$ cat src/rtl/bto_pkg.sv
package bto_pkg;

    localparam int unsigned CMD_W = 8;

    localparam logic [CMD_W-1:0] CMD_WR_RELOAD = 8'hE1;
    localparam logic [CMD_W-1:0] CMD_RD_COUNT  = 8'hE9;
    localparam logic [CMD_W-1:0] CMD_RD_FLAGS  = 8'hE4;
    localparam logic [CMD_W-1:0] CMD_RD_MASK   = 8'hEA;
    localparam logic [CMD_W-1:0] CMD_GO_ATN    = 8'hFA;
    localparam logic [CMD_W-1:0] CMD_GO_EVT    = 8'hF4;
    localparam logic [CMD_W-1:0] CMD_GO_SBY    = 8'hF6;
    localparam logic [CMD_W-1:0] CMD_GO_DAV    = 8'hFD;
    localparam logic [CMD_W-1:0] CMD_CLR_ERR   = 8'hF3;

    localparam int FB_T1   = 0;
    localparam int FB_T2   = 1;
    localparam int FB_T3   = 2;
    localparam int FB_USER = 5;
    localparam int N_WATCH = 3;

    localparam logic [7:0] FLAG_KEEP =
        8'((1 << FB_T1) | (1 << FB_T2) | (1 << FB_T3) | (1 << FB_USER));

    typedef enum logic [1:0] {
        MODE_IDLE,
        MODE_ATN,
        MODE_ACT,
        MODE_DAV
    } tmode_e;

    typedef enum logic [1:0] {
        SEL_NONE,
        SEL_CNT,
        SEL_FLAGS,
        SEL_MASK
    } rsel_e;

    typedef struct packed {
        logic   start;
        tmode_e mode;
        logic   clr;
        logic   arm;
        logic   sel_upd;
        rsel_e  sel;
    } cmd_dec_t;

    function automatic cmd_dec_t decode_cmd(input logic [CMD_W-1:0] code);
        cmd_dec_t d;
        d = '0;
        d.mode = MODE_IDLE;
        d.sel  = SEL_NONE;
        case (code)
            CMD_WR_RELOAD: d.arm = 1'b1;
            CMD_RD_COUNT:  begin d.sel_upd = 1'b1; d.sel = SEL_CNT;   end
            CMD_RD_FLAGS:  begin d.sel_upd = 1'b1; d.sel = SEL_FLAGS; end
            CMD_RD_MASK:   begin d.sel_upd = 1'b1; d.sel = SEL_MASK;  end
            CMD_GO_ATN:    begin d.start = 1'b1; d.mode = MODE_ATN; end
            CMD_GO_EVT,
            CMD_GO_SBY:    begin d.start = 1'b1; d.mode = MODE_ACT; end
            CMD_GO_DAV:    begin d.start = 1'b1; d.mode = MODE_DAV; end
            CMD_CLR_ERR:   d.clr = 1'b1;
            default:       d = d;
        endcase
        return d;
    endfunction

endpackage

$ cat src/rtl/bto_host_if.sv
module bto_host_if
    import bto_pkg::*;
#(
    parameter int unsigned DATA_W = 8
) (
    input  logic              clk,
    input  logic              rst,
    input  logic              cmd_valid,
    input  logic [CMD_W-1:0]  cmd_code,
    input  logic              wr_valid,
    input  logic [DATA_W-1:0] wr_data,
    input  logic              mask_we,
    input  logic [DATA_W-1:0] mask_wdata,
    output cmd_dec_t          dec,
    output logic [DATA_W-1:0] reload_q,
    output logic [DATA_W-1:0] mask_q,
    output rsel_e             sel_q
);

    cmd_dec_t raw_dec;
    logic     armed_q;

    assign raw_dec = decode_cmd(cmd_code);
    assign dec     = cmd_valid ? raw_dec : '0;

    always_ff @(posedge clk) begin
        if (rst) begin
            armed_q  <= 1'b0;
            reload_q <= '0;
            mask_q   <= '0;
            sel_q    <= SEL_NONE;
        end else begin
            if (cmd_valid) begin
                armed_q <= raw_dec.arm;
            end else if (wr_valid && armed_q) begin
                armed_q  <= 1'b0;
                reload_q <= wr_data;
            end
            if (dec.sel_upd) begin
                sel_q <= dec.sel;
            end
            if (mask_we) begin
                mask_q <= mask_wdata & DATA_W'(FLAG_KEEP);
            end
        end
    end


    arm_once_chk: assert property (@(posedge clk) disable iff (rst)
        (wr_valid && armed_q && !cmd_valid) |=> !armed_q);


    reload_guard_chk: assert property (@(posedge clk) disable iff (rst)
        (!armed_q && !cmd_valid) |=> $stable(reload_q));

endmodule

$ cat src/rtl/bto_countdown.sv
module bto_countdown
    import bto_pkg::*;
#(
    parameter int unsigned CNT_W = 8
) (
    input  logic               clk,
    input  logic               rst,
    input  logic               start,
    input  tmode_e             start_mode,
    input  logic               clr,
    input  logic [CNT_W-1:0]   reload,
    input  logic               tick_slow,
    input  logic               tick_fast,
    input  logic               atn_active,
    input  logic               dav_active,
    input  logic               cnt_in,
    output logic [CNT_W-1:0]   cnt_q,
    output tmode_e             mode_q,
    output logic [N_WATCH-1:0] expire
);

    localparam logic [CNT_W-1:0] ONE = CNT_W'(1);

    logic             prev_in_q;
    logic             act_edge;
    logic             done_q, done_d;
    logic [CNT_W-1:0] cnt_d;
    tmode_e           mode_d;
    logic             line_ok;
    logic             step;

    assign act_edge = prev_in_q && !cnt_in;

    always_comb begin
        line_ok = 1'b0;
        step    = 1'b0;
        case (mode_q)
            MODE_ATN: begin line_ok = atn_active; step = tick_slow; end
            MODE_DAV: begin line_ok = dav_active; step = tick_slow; end
            MODE_ACT: begin line_ok = 1'b1;       step = tick_fast; end
            default:  begin line_ok = 1'b0;       step = 1'b0;      end
        endcase
    end

    always_comb begin
        mode_d = mode_q;
        cnt_d  = cnt_q;
        done_d = done_q;
        expire = '0;
        if (clr) begin
            mode_d = MODE_IDLE;
        end else if (start) begin
            mode_d = start_mode;
            cnt_d  = reload;
            done_d = 1'b0;
        end else if (mode_q != MODE_IDLE) begin
            if (!line_ok) begin
                mode_d = MODE_IDLE;
            end else if (mode_q == MODE_ACT && act_edge) begin
                cnt_d = reload;
            end else if (step && !done_q) begin
                cnt_d = cnt_q - ONE;
                if (cnt_q == ONE) begin
                    case (mode_q)
                        MODE_ATN: begin expire[0] = 1'b1; done_d = 1'b1; end
                        MODE_ACT: expire[1] = 1'b1;
                        default:  begin expire[2] = 1'b1; done_d = 1'b1; end
                    endcase
                end
            end
        end
    end

    always_ff @(posedge clk) begin
        if (rst) begin
            mode_q    <= MODE_IDLE;
            cnt_q     <= '0;
            done_q    <= 1'b0;
            prev_in_q <= 1'b0;
        end else begin
            mode_q    <= mode_d;
            cnt_q     <= cnt_d;
            done_q    <= done_d;
            prev_in_q <= cnt_in;
        end
    end


    idle_hold_chk: assert property (@(posedge clk) disable iff (rst)
        (mode_q == MODE_IDLE && !start) |=> $stable(cnt_q));


    atn_stop_chk: assert property (@(posedge clk) disable iff (rst)
        (mode_q == MODE_ATN && !atn_active && !start) |=> mode_q == MODE_IDLE);


    edge_reload_chk: assert property (@(posedge clk) disable iff (rst)
        (mode_q == MODE_ACT && act_edge && !start && !clr) |=> cnt_q == $past(reload));


    expired_hold_chk: assert property (@(posedge clk) disable iff (rst)
        (done_q && !start) |=> cnt_q == '0);


    one_expiry_chk: assert property (@(posedge clk) disable iff (rst)
        $onehot0(expire));

endmodule

$ cat src/rtl/bto_err_flags.sv
module bto_err_flags
    import bto_pkg::*;
#(
    parameter int unsigned DATA_W = 8
) (
    input  logic               clk,
    input  logic               rst,
    input  logic [N_WATCH-1:0] expire,
    input  logic               user_set,
    input  logic               clr,
    input  logic [DATA_W-1:0]  mask,
    output logic [DATA_W-1:0]  flags_q,
    output logic               irq,
    output logic               pending
);

    localparam int WATCH_POS [N_WATCH] = '{FB_T1, FB_T2, FB_T3};

    logic [DATA_W-1:0] set_vec;

    always_comb begin
        set_vec = '0;
        for (int i = 0; i < N_WATCH; i++) begin
            set_vec[WATCH_POS[i]] = expire[i];
        end
        set_vec[FB_USER] = user_set;
    end

    always_ff @(posedge clk) begin
        if (rst || clr) begin
            flags_q <= '0;
        end else begin
            flags_q <= flags_q | set_vec;
        end
    end

    assign irq     = |(flags_q & mask);
    assign pending = |flags_q;


    clear_all_chk: assert property (@(posedge clk) disable iff (rst)
        clr |=> flags_q == '0);


    sticky_chk: assert property (@(posedge clk) disable iff (rst)
        (flags_q[FB_T1] && !clr) |=> flags_q[FB_T1]);


    user_quiet_chk: assert property (@(posedge clk) disable iff (rst)
        (!flags_q[FB_USER] && !user_set) |=> !flags_q[FB_USER]);


    irq_pend_chk: assert property (@(posedge clk) disable iff (rst)
        irq |-> pending);

endmodule

$ cat src/rtl/bus_timeout_unit.sv
module bus_timeout_unit
    import bto_pkg::*;
#(
    parameter int unsigned DATA_W = 8
) (
    input  logic              clk,
    input  logic              rst,
    input  logic              cmd_valid,
    input  logic [7:0]        cmd_code,
    input  logic              wr_valid,
    input  logic [DATA_W-1:0] wr_data,
    input  logic              mask_we,
    input  logic [DATA_W-1:0] mask_wdata,
    input  logic              tick_slow,
    input  logic              tick_fast,
    input  logic              atn_active,
    input  logic              dav_active,
    input  logic              cnt_in,
    input  logic              ctl_req,
    input  logic              sys_ctrl,
    output logic [DATA_W-1:0] rd_data,
    output logic              err_pending,
    output logic              err_irq
);

    cmd_dec_t           dec;
    logic [DATA_W-1:0]  reload_q;
    logic [DATA_W-1:0]  mask_q;
    rsel_e              sel_q;
    logic [DATA_W-1:0]  cnt_q;
    tmode_e             mode_q;
    logic [N_WATCH-1:0] expire;
    logic [DATA_W-1:0]  flags_q;
    logic               user_set;

    assign user_set = ctl_req && !sys_ctrl;

    bto_host_if #(.DATA_W(DATA_W)) host_i (
        .clk        (clk),
        .rst        (rst),
        .cmd_valid  (cmd_valid),
        .cmd_code   (cmd_code),
        .wr_valid   (wr_valid),
        .wr_data    (wr_data),
        .mask_we    (mask_we),
        .mask_wdata (mask_wdata),
        .dec        (dec),
        .reload_q   (reload_q),
        .mask_q     (mask_q),
        .sel_q      (sel_q)
    );

    bto_countdown #(.CNT_W(DATA_W)) count_i (
        .clk        (clk),
        .rst        (rst),
        .start      (dec.start),
        .start_mode (dec.mode),
        .clr        (dec.clr),
        .reload     (reload_q),
        .tick_slow  (tick_slow),
        .tick_fast  (tick_fast),
        .atn_active (atn_active),
        .dav_active (dav_active),
        .cnt_in     (cnt_in),
        .cnt_q      (cnt_q),
        .mode_q     (mode_q),
        .expire     (expire)
    );

    bto_err_flags #(.DATA_W(DATA_W)) flags_i (
        .clk      (clk),
        .rst      (rst),
        .expire   (expire),
        .user_set (user_set),
        .clr      (dec.clr),
        .mask     (mask_q),
        .flags_q  (flags_q),
        .irq      (err_irq),
        .pending  (err_pending)
    );

    always_comb begin
        case (sel_q)
            SEL_CNT:   rd_data = cnt_q;
            SEL_FLAGS: rd_data = flags_q;
            SEL_MASK:  rd_data = mask_q;
            default:   rd_data = '0;
        endcase
    end


    rsvd_zero_chk: assert property (@(posedge clk) disable iff (rst)
        (sel_q != SEL_CNT) |-> (rd_data & ~DATA_W'(FLAG_KEEP)) == '0);


    start_load_chk: assert property (@(posedge clk) disable iff (rst)
        dec.start |=> cnt_q == $past(reload_q));

endmodule

$ cat config.mk
export PLATFORM = sky130hd
export DESIGN_NAME = bus_timeout_unit
export DESIGN_NICKNAME = d
export VERILOG_FILES = /design/src/rtl/bto_pkg.sv /design/src/rtl/bto_host_if.sv /design/src/rtl/bto_countdown.sv /design/src/rtl/bto_err_flags.sv /design/src/rtl/bus_timeout_unit.sv
export SDC_FILE = /design/constraint.sdc
export NUM_CORES = 1
export LEC_CHECK = 0
export CORE_MARGIN = 3
export CORE_UTILIZATION = 46
export CTS_CLUSTER_DIAMETER = 80
export DETAILED_ROUTE_END_ITERATION = 8
export PLACE_DENSITY = 0.76
export SYNTH_ARGS = -nofsm -noshare
export SYNTH_HDL_FRONTEND = slang
export SYNTH_HIERARCHICAL = 1
export SYNTH_SLANG_ARGS = --single-unit
export TNS_END_PERCENT = 5
$ cat constraint.sdc
create_clock -name clk -period 2.5 [get_ports clk]
set_clock_uncertainty 0.2 [all_clocks]
set_input_delay 0.5 -clock clk [delete_from_list [all_inputs] [get_ports clk]]
set_output_delay 0.5 -clock clk [all_outputs]
set_load 0.02 [all_outputs]
==> summary.md, run 1 <==
| Metric | Value |
|---|---|
| Max-Slew Margin vs Limit | `57.8%` |
| Crit path max-delay family | `buffers and inverters` |
| Launch point of the worst path | `cmd_code[3]` |
| Routed via count | `1973` |
| Vias/cell | `5.69` |
| Post-detail-place hpwl | `3900 µm` |
| Post-Syn Area | `0.00208 mm²` |
| Drt pass-1 iters | `4` |
| Critical path class | `in -> reg` |
| Max frequency | `408 MHz` |
| RSZ-0062 raised after global routing | `yes` |
| Gp weighted congestion | `0.886` |
| TritonCTS clock tree | `done` |
| Core Area | `0.00417 mm²` |
| Vias in the first global route | `1942` |
| Avg WL per Cell | `14.7 µm` |
| Slowest Stage Delay on Critical Path | `0.52 ns` |
| Setup ws final | `0.0514 ns` |
| Worst-path cell chain | `clkdlybuf4s50_1 > buf_4 > nand4bb_4 > a21oi_2 > nand2b_1 > o211ai_1 > buf_4 > a211oi_1 > o32ai_1` |
| Worst Hold Class | `reg -> reg` |
| Final nets | `339` |
| Clock Path Buffers | `2` |
| Minimum clock period | `2.45 ns` |
| Fraction of layout cells with a size suffix above 1 | `22.6%` |
| Antenna-violating nets left | `0` |
| Total Routing Usage GR | `20.4%` |
| Grt ovf | `0` |
| Crit path capture type | `flip-flop` |
| Slew @ Worst Pin | `0.628 ns` |
| Max-cap violation count | `0` |
| Yosys warnings | `6` |
| IO Port Bufs | `41` |
| DP Area | `0.00270 mm²` |
| Clock latency on the worst-skew pair | `0.28 ns` |
| Pwr dens | `362 mW/mm²` |
| CTS clk-pin slew, worst paths | `0.06 ns` |
| Most used cell, CP | `buf_4` |
| Die H | `73.3 µm` |
| Final design utilization | `67.9%` |
| Num CTS Buffers | `5` |
| Placement Setup Slack | `-0.467 ns` |
| Fin. max-slew vios | `0` |
| Finished Cell Area | `0.00283 mm²` |
| Root Buffer | `clkbuf_8` |
| Layout overhead on the synthesized area | `36.0%` |
| Leak Pwr | `1.21 nW` |
| Pin count of the biggest net entering global routing | `23` |
| Fin. Hold Viols | `0` |
| Layout Cells excl Fill | `347` |
| Final worst-path cycle share | `97.9%` |
| First-pass GRT wire length | `8630 µm` |
| Drt drc | `0` |
| Synth Instances | `233` |
| Final wirelength | `5090 µm` |
| H-tree levels | `2` |
| Peak fanout along the critical path | `4` |
| Initial Util | `49.9%` |
| Syn avg cell area | `8.94 µm²` |
| Setup violators final | `0` |
| Initial drt markers | `82` |
| CP required | `2.46 ns` |
| I/O Pins | `46` |
| WP data arrival | `2.41 ns` |
| Buf/Inv on CP | `3` |
| Ant diodes | `0` |
| VDD IR max | `0.389 mV` |
| Initial antenna violation count | `0` |
| Num rows | `23` |
| Critical Path Source Type | `input port` |
| Fin Setup TNS | `0 ns` |
| Die Area | `0.00537 mm²` |
| Inst Count DP | `340` |
| Hold path startpoint | `host_i/reload_q[0]` |
| Die width | `73.3 µm` |
| Clk sinks | `31` |
| Status | `finished, final reports clean` |
| Slowest stage cell, crit path | `clkdlybuf4s50_1` |
| Reg2reg start | `count_i/mode_q[0]` |
-- sequential cells by signal, indices dropped and copies added (netlist names) --
name and flops:
count_i/prev_in_q 1, host_i/sel_q 2, host_i/reload_q 8, host_i/mask_q 4, count_i/done_q 1, count_i/mode_q 2, flags_i/flags_q 4, count_i/cnt_q 8
host_i/armed_q 1
-- final timing paths --
path | to | depth (start not counted) | slack [ns]
setup reg to reg | count_i/cnt_q[5] | 6 | 0.20
hold reg to reg | host_i/reload_q[0] | 2 | 0.30
setup / recovery | count_i/cnt_q[7] | 9 | 0.05
hold / removal | host_i/reload_q[0] | 2 | 0.30
-- worst min-delay path, delay by kind of cell, from the launching register on --
family | cells | cell delay [ns]
flip-flops | 1 | 0.33
AND/OR/NAND/NOR | 1 | 0.07
multiplexers | 1 | 0.07
-- report_power, final --
group          switching [mW]  internal [mW]  leakage [nW]  total (mW)
Clock                   0.181          0.216        0.0470       0.397
Sequential            0.00468          0.500         0.251       0.505
Combinational          0.0457         0.0788         0.917       0.125
Total                   0.232          0.794          1.21        1.03
-- through the flow --
stage               total power, mW  hold WS, ns
floorplan                     0.568        0.245
global placement              0.635        0.275
detailed placement            0.637        0.289
CTS                            1.03        0.308
global route                   1.07        0.342
finish                         1.03        0.303
-- final cells by class --
class	instances	area (µm²)
sequential	31	621
timing repair buffer	72	648
clock buffer	6	82.6
multi-input combinational	180	1390
fill	361	1340
tap	50	62.6
clock inverter	1	5.00
inverter	7	26.3
-- per-layer routing --
| layer | vias to the layer above | GRT usage, % | part of all wire [%] |
|---|---|---|---|
| met5 | - | 0 | 0 |
| met4 | 0 | 7.58 | 1.3 |
| met3 | 7 | 3.97 | 5.6 |
| met2 | 55 | 33.6 | 47 |
| met1 | 917 | 26.3 | 46 |
| li1 | 994 | - | - |
-- cells in the final DEF (no fill, tap or decap), types with 4 or more instances in the layout --
| cell | count |
|---|---|
| nor3_1 | 9 |
| mux2_2 | 8 |
| nand2b_1 | 13 |
| dlygate4sd2_1 | 8 |
| inv_1 | 7 |
| o21a_1 | 5 |
| dfxtp_1 | 31 |
| ha_1 | 6 |
| buf_4 | 30 |
| clkbuf_8 | 6 |
| a21oi_1 | 9 |
| mux2i_1 | 13 |
| clkdlybuf4s50_1 | 32 |
| conb_1 | 8 |
| a22o_1 | 8 |
| o32ai_1 | 6 |
| a211oi_1 | 4 |
| nor2b_1 | 4 |
| nor2_1 | 19 |
| and2_1 | 4 |
-- repair_timing --
item | 4_1_cts | 5_1_grt
pin swaps | 0 | 4
endpoints found under the setup margin | 18 | 11
buffers inserted | 0 | 0
resized for setup | 12 | 11
hold buffers | 0 | 0
Power figures use the tool's default switching activity.
==> run 2, diff against run 1 <==
--- a/config.mk
+++ b/config.mk
@@ -5,6 +5,7 @@
 export SDC_FILE = /design/constraint.sdc
 export NUM_CORES = 1
 export LEC_CHECK = 0
+export CAP_MARGIN = 20
 export CORE_MARGIN = 3
 export CORE_UTILIZATION = 46
 export CTS_CLUSTER_DIAMETER = 80
==> results of run 2 <==
The final DEF is identical to that of run 1; final timing and power are the same.
==> run 3, diff against run 2 <==
--- a/config.mk
+++ b/config.mk
@@ -6,11 +6,13 @@
 export NUM_CORES = 1
 export LEC_CHECK = 0
 export CAP_MARGIN = 20
+export CELL_PAD_IN_SITES_DETAIL_PLACEMENT = 0
+export CELL_PAD_IN_SITES_GLOBAL_PLACEMENT = 1
 export CORE_MARGIN = 3
-export CORE_UTILIZATION = 46
+export CORE_UTILIZATION = 34
 export CTS_CLUSTER_DIAMETER = 80
 export DETAILED_ROUTE_END_ITERATION = 8
-export PLACE_DENSITY = 0.76
+export PLACE_DENSITY_LB_ADDON = 0.1
 export SYNTH_ARGS = -nofsm -noshare
 export SYNTH_HDL_FRONTEND = slang
 export SYNTH_HIERARCHICAL = 1
==> summary.md, run 3 (synthesized netlist as in run 1, its figures left out) <==
| Metric | Value |
|---|---|
| Status | `finished, final reports clean` |
| Worst-path cell chain | `clkdlybuf4s50_1 > and3b_2 > o21ai_2 > a21oi_2 > buf_6 > inv_1 > buf_4 > buf_4 > a21oi_1 > a311o_1 > mux2i_1` |
| Ant diodes | `0 (unchanged)` |
| Avg WL per Cell | `14.6 µm (-0.29%)` |
| Setup violators final | `0 (unchanged)` |
| Layout Cells excl Fill | `378 (+8.9%)` |
| Grt ovf | `0 (unchanged)` |
| Initial Util | `36.5% (-13 points)` |
| Pin count of the biggest net entering global routing | `12 (-48%)` |
| Filler cells | `561 (+55%)` |
| Routed via count | `1975 (+0.10%)` |
| Critical Path Sink | `count_i/cnt_q[5]` |
| Vias in the first global route | `1976 (+1.8%)` |
| Initial drt markers | `56 (-32%)` |
| Most common cell after layout, fill and taps aside | `buf_4` |
| Area of the multi-input gates | `0.00144 mm² (+3.9%)` |
| Crit path max-delay family | `buffers and inverters` |
| Vias/cell | `5.22 (-8.1%)` |
| Slowest Stage Delay on Critical Path | `0.48 ns (-0.04 ns)` |
| R2R Setup Slk | `0.29 ns (+0.09 ns)` |
| Die width | `84.3 µm (+15%)` |
| Fin. Hold Viols | `0 (unchanged)` |
| First-pass GRT wire length | `9540 µm (+11%)` |
| WP depth | `11 (+2)` |
| Root Buffer | `clkbuf_8` |
| Critical path class | `in -> reg` |
| CP required | `2.51 ns (+0.05 ns)` |
| H-tree levels | `2 (unchanged)` |
| Leak Pwr | `1.29 nW (+5.9%)` |
| Commonest cells after routing, fill and taps aside | `buf_4 (38), dfxtp_1 (31), clkdlybuf4s50_1 (29), nor2_1 (19), mux2i_1 (13)` |
| Final worst-path cycle share | `97.8% (-0.17 points)` |
| Num rows | `27 (+17%)` |
| Initial antenna violation count | `0 (unchanged)` |
| Slew @ Worst Pin | `0.499 ns (-0.130 ns)` |
| Max-cap violation count | `0 (unchanged)` |
| Fin. max-slew vios | `0 (unchanged)` |
| Post-detail-place hpwl | `4460 µm (+14%)` |
| Minimum clock period | `2.44 ns (-0.00418 ns)` |
| Die Area | `0.00710 mm² (+32%)` |
| Fraction of layout cells with a size suffix above 1 | `26.5% (+3.9 points)` |
| Clk sinks | `31 (unchanged)` |
| Num CTS Buffers | `5 (unchanged)` |
| Buf/Inv on CP | `5 (+2)` |
| I/O Pins | `46 (unchanged)` |
| Core Area | `0.00571 mm² (+37%)` |
| Worst R2R End | `count_i/cnt_q[5]` |
| Drt pass-1 iters | `4 (unchanged)` |
| Antenna-violating nets left | `0 (unchanged)` |
| Largest regs | `count_i/cnt_q: 8 flops, host_i/reload_q: 8 flops` |
| Drt drc | `0 (unchanged)` |
| CTS clk-pin slew, worst paths | `0.06 ns (about the same)` |
| Peak fanout along the critical path | `7 (+3)` |
| Gp weighted congestion | `0.801 (-9.6%)` |
| Launch point of the worst path | `cmd_code[1]` |
| Layout overhead on the synthesized area | `42.4%` |
| Worst Hold Class | `reg -> reg` |
| Slowest stage cell, crit path | `clkdlybuf4s50_1` |
| Hold path startpoint | `host_i/sel_q[1]` |
| Most used cell, CP | `buf_4` |
| Inst Count DP | `369 (+8.5%)` |
| WP data arrival | `2.46 ns (+0.05 ns)` |
| VDD IR max | `0.218 mV (-44%)` |
| Die H | `84.3 µm (+15%)` |
| Clock Path Buffers | `2 (unchanged)` |
| Final wirelength | `5530 µm (+8.6%)` |
| Max frequency | `409 MHz (+0.17%)` |
| Reg2reg start | `count_i/mode_q[0]` |
| Pwr dens | `341 mW/mm² (-5.9%)` |
| Crit path capture type | `flip-flop` |
| Max-Slew Margin vs Limit | `66.7% (+8.8 points)` |
| Register-to-Register Path Depth | `6 (unchanged)` |
| IO Port Bufs | `41 (unchanged)` |
| RSZ-0062 raised after global routing | `yes` |
| TritonCTS clock tree | `done` |
| Final nets | `347 (+2.4%)` |
| Total Routing Usage GR | `16.5% (-3.9 points)` |
| Critical Path Source Type | `input port` |
| Sequential cell area | `621 µm² (unchanged)` |
| Total power | `1.01 mW (-1.4%)` |
| Clock latency on the worst-skew pair | `0.28 ns (about the same)` |
==> run 3: what timing repair did <==
action,in CTS,in global routing
pin swaps,2,5
hold buffers,0,0
endpoints found under the setup margin,19,11
endpoints found under the hold margin,0,0
gates resized for setup,11,23
buffers inserted,0,1
==> run 3: power breakdown <==
part	internal, mW	leakage (nW)	switching (mW)
Clock	0.195	0.0422	0.182
Combinational	0.0820	0.993	0.0476
Sequential	0.500	0.251	0.00460
Total	0.777	1.29	0.234
==> run 3: through the flow <==
step                hold slack (ns)  setup WS (ns)  util, %  TNS (ns)  instance area (µm²)
floorplan                     0.245        0.00461        -         0                 2110
CTS                           0.284        -0.0166     49.9   -0.0237                 2850
detailed placement            0.275         -0.422     48.5     -4.01                 2770
global placement              0.276         -0.359     48.5     -3.58                 2770
global route                  0.304        -0.0290     51.9    -0.132                 2970
finish                        0.278         0.0556     51.9         0                 2970
==> run 3: final cells by class <==
type / count / area share [%]
inverters: 7 / 0.886
multi-input cells: 180 / 48.6
clock inverters: 1 / 0.169
clock buffers: 7 / 2.57
flip-flops and latches: 31 / 20.9
well taps: 72 / 3.04
repair buffers: 80 / 23.8
==> run 3: worst reg2reg max path: stages (launching register included) <==
cell and delay (ns):
dfxtp_1 0.38, inv_1 0.08, ha_1 0.29, and2_1 0.25
o21ai_1 0.41, a21o_2 0.32, mux2i_1 0.21
==> run 3: how the worst min path moves through the flow <==
stage                               endpoint  cells past startpoint
after global placement    host_i/reload_q[0]                      2
after detailed placement     host_i/sel_q[1]                      2
after CTS                    host_i/sel_q[1]                      2
final                        host_i/sel_q[1]                      2
after floorplan              host_i/sel_q[1]                      2
after global routing         host_i/sel_q[1]                      2
==> run 3: routing by layer <==
layer  GRT usage (%)  wire length [µm]
met4            3.95                48
met3            3.93               254
met5               0                 0
met1            21.5              2600
met2            27.5              2630
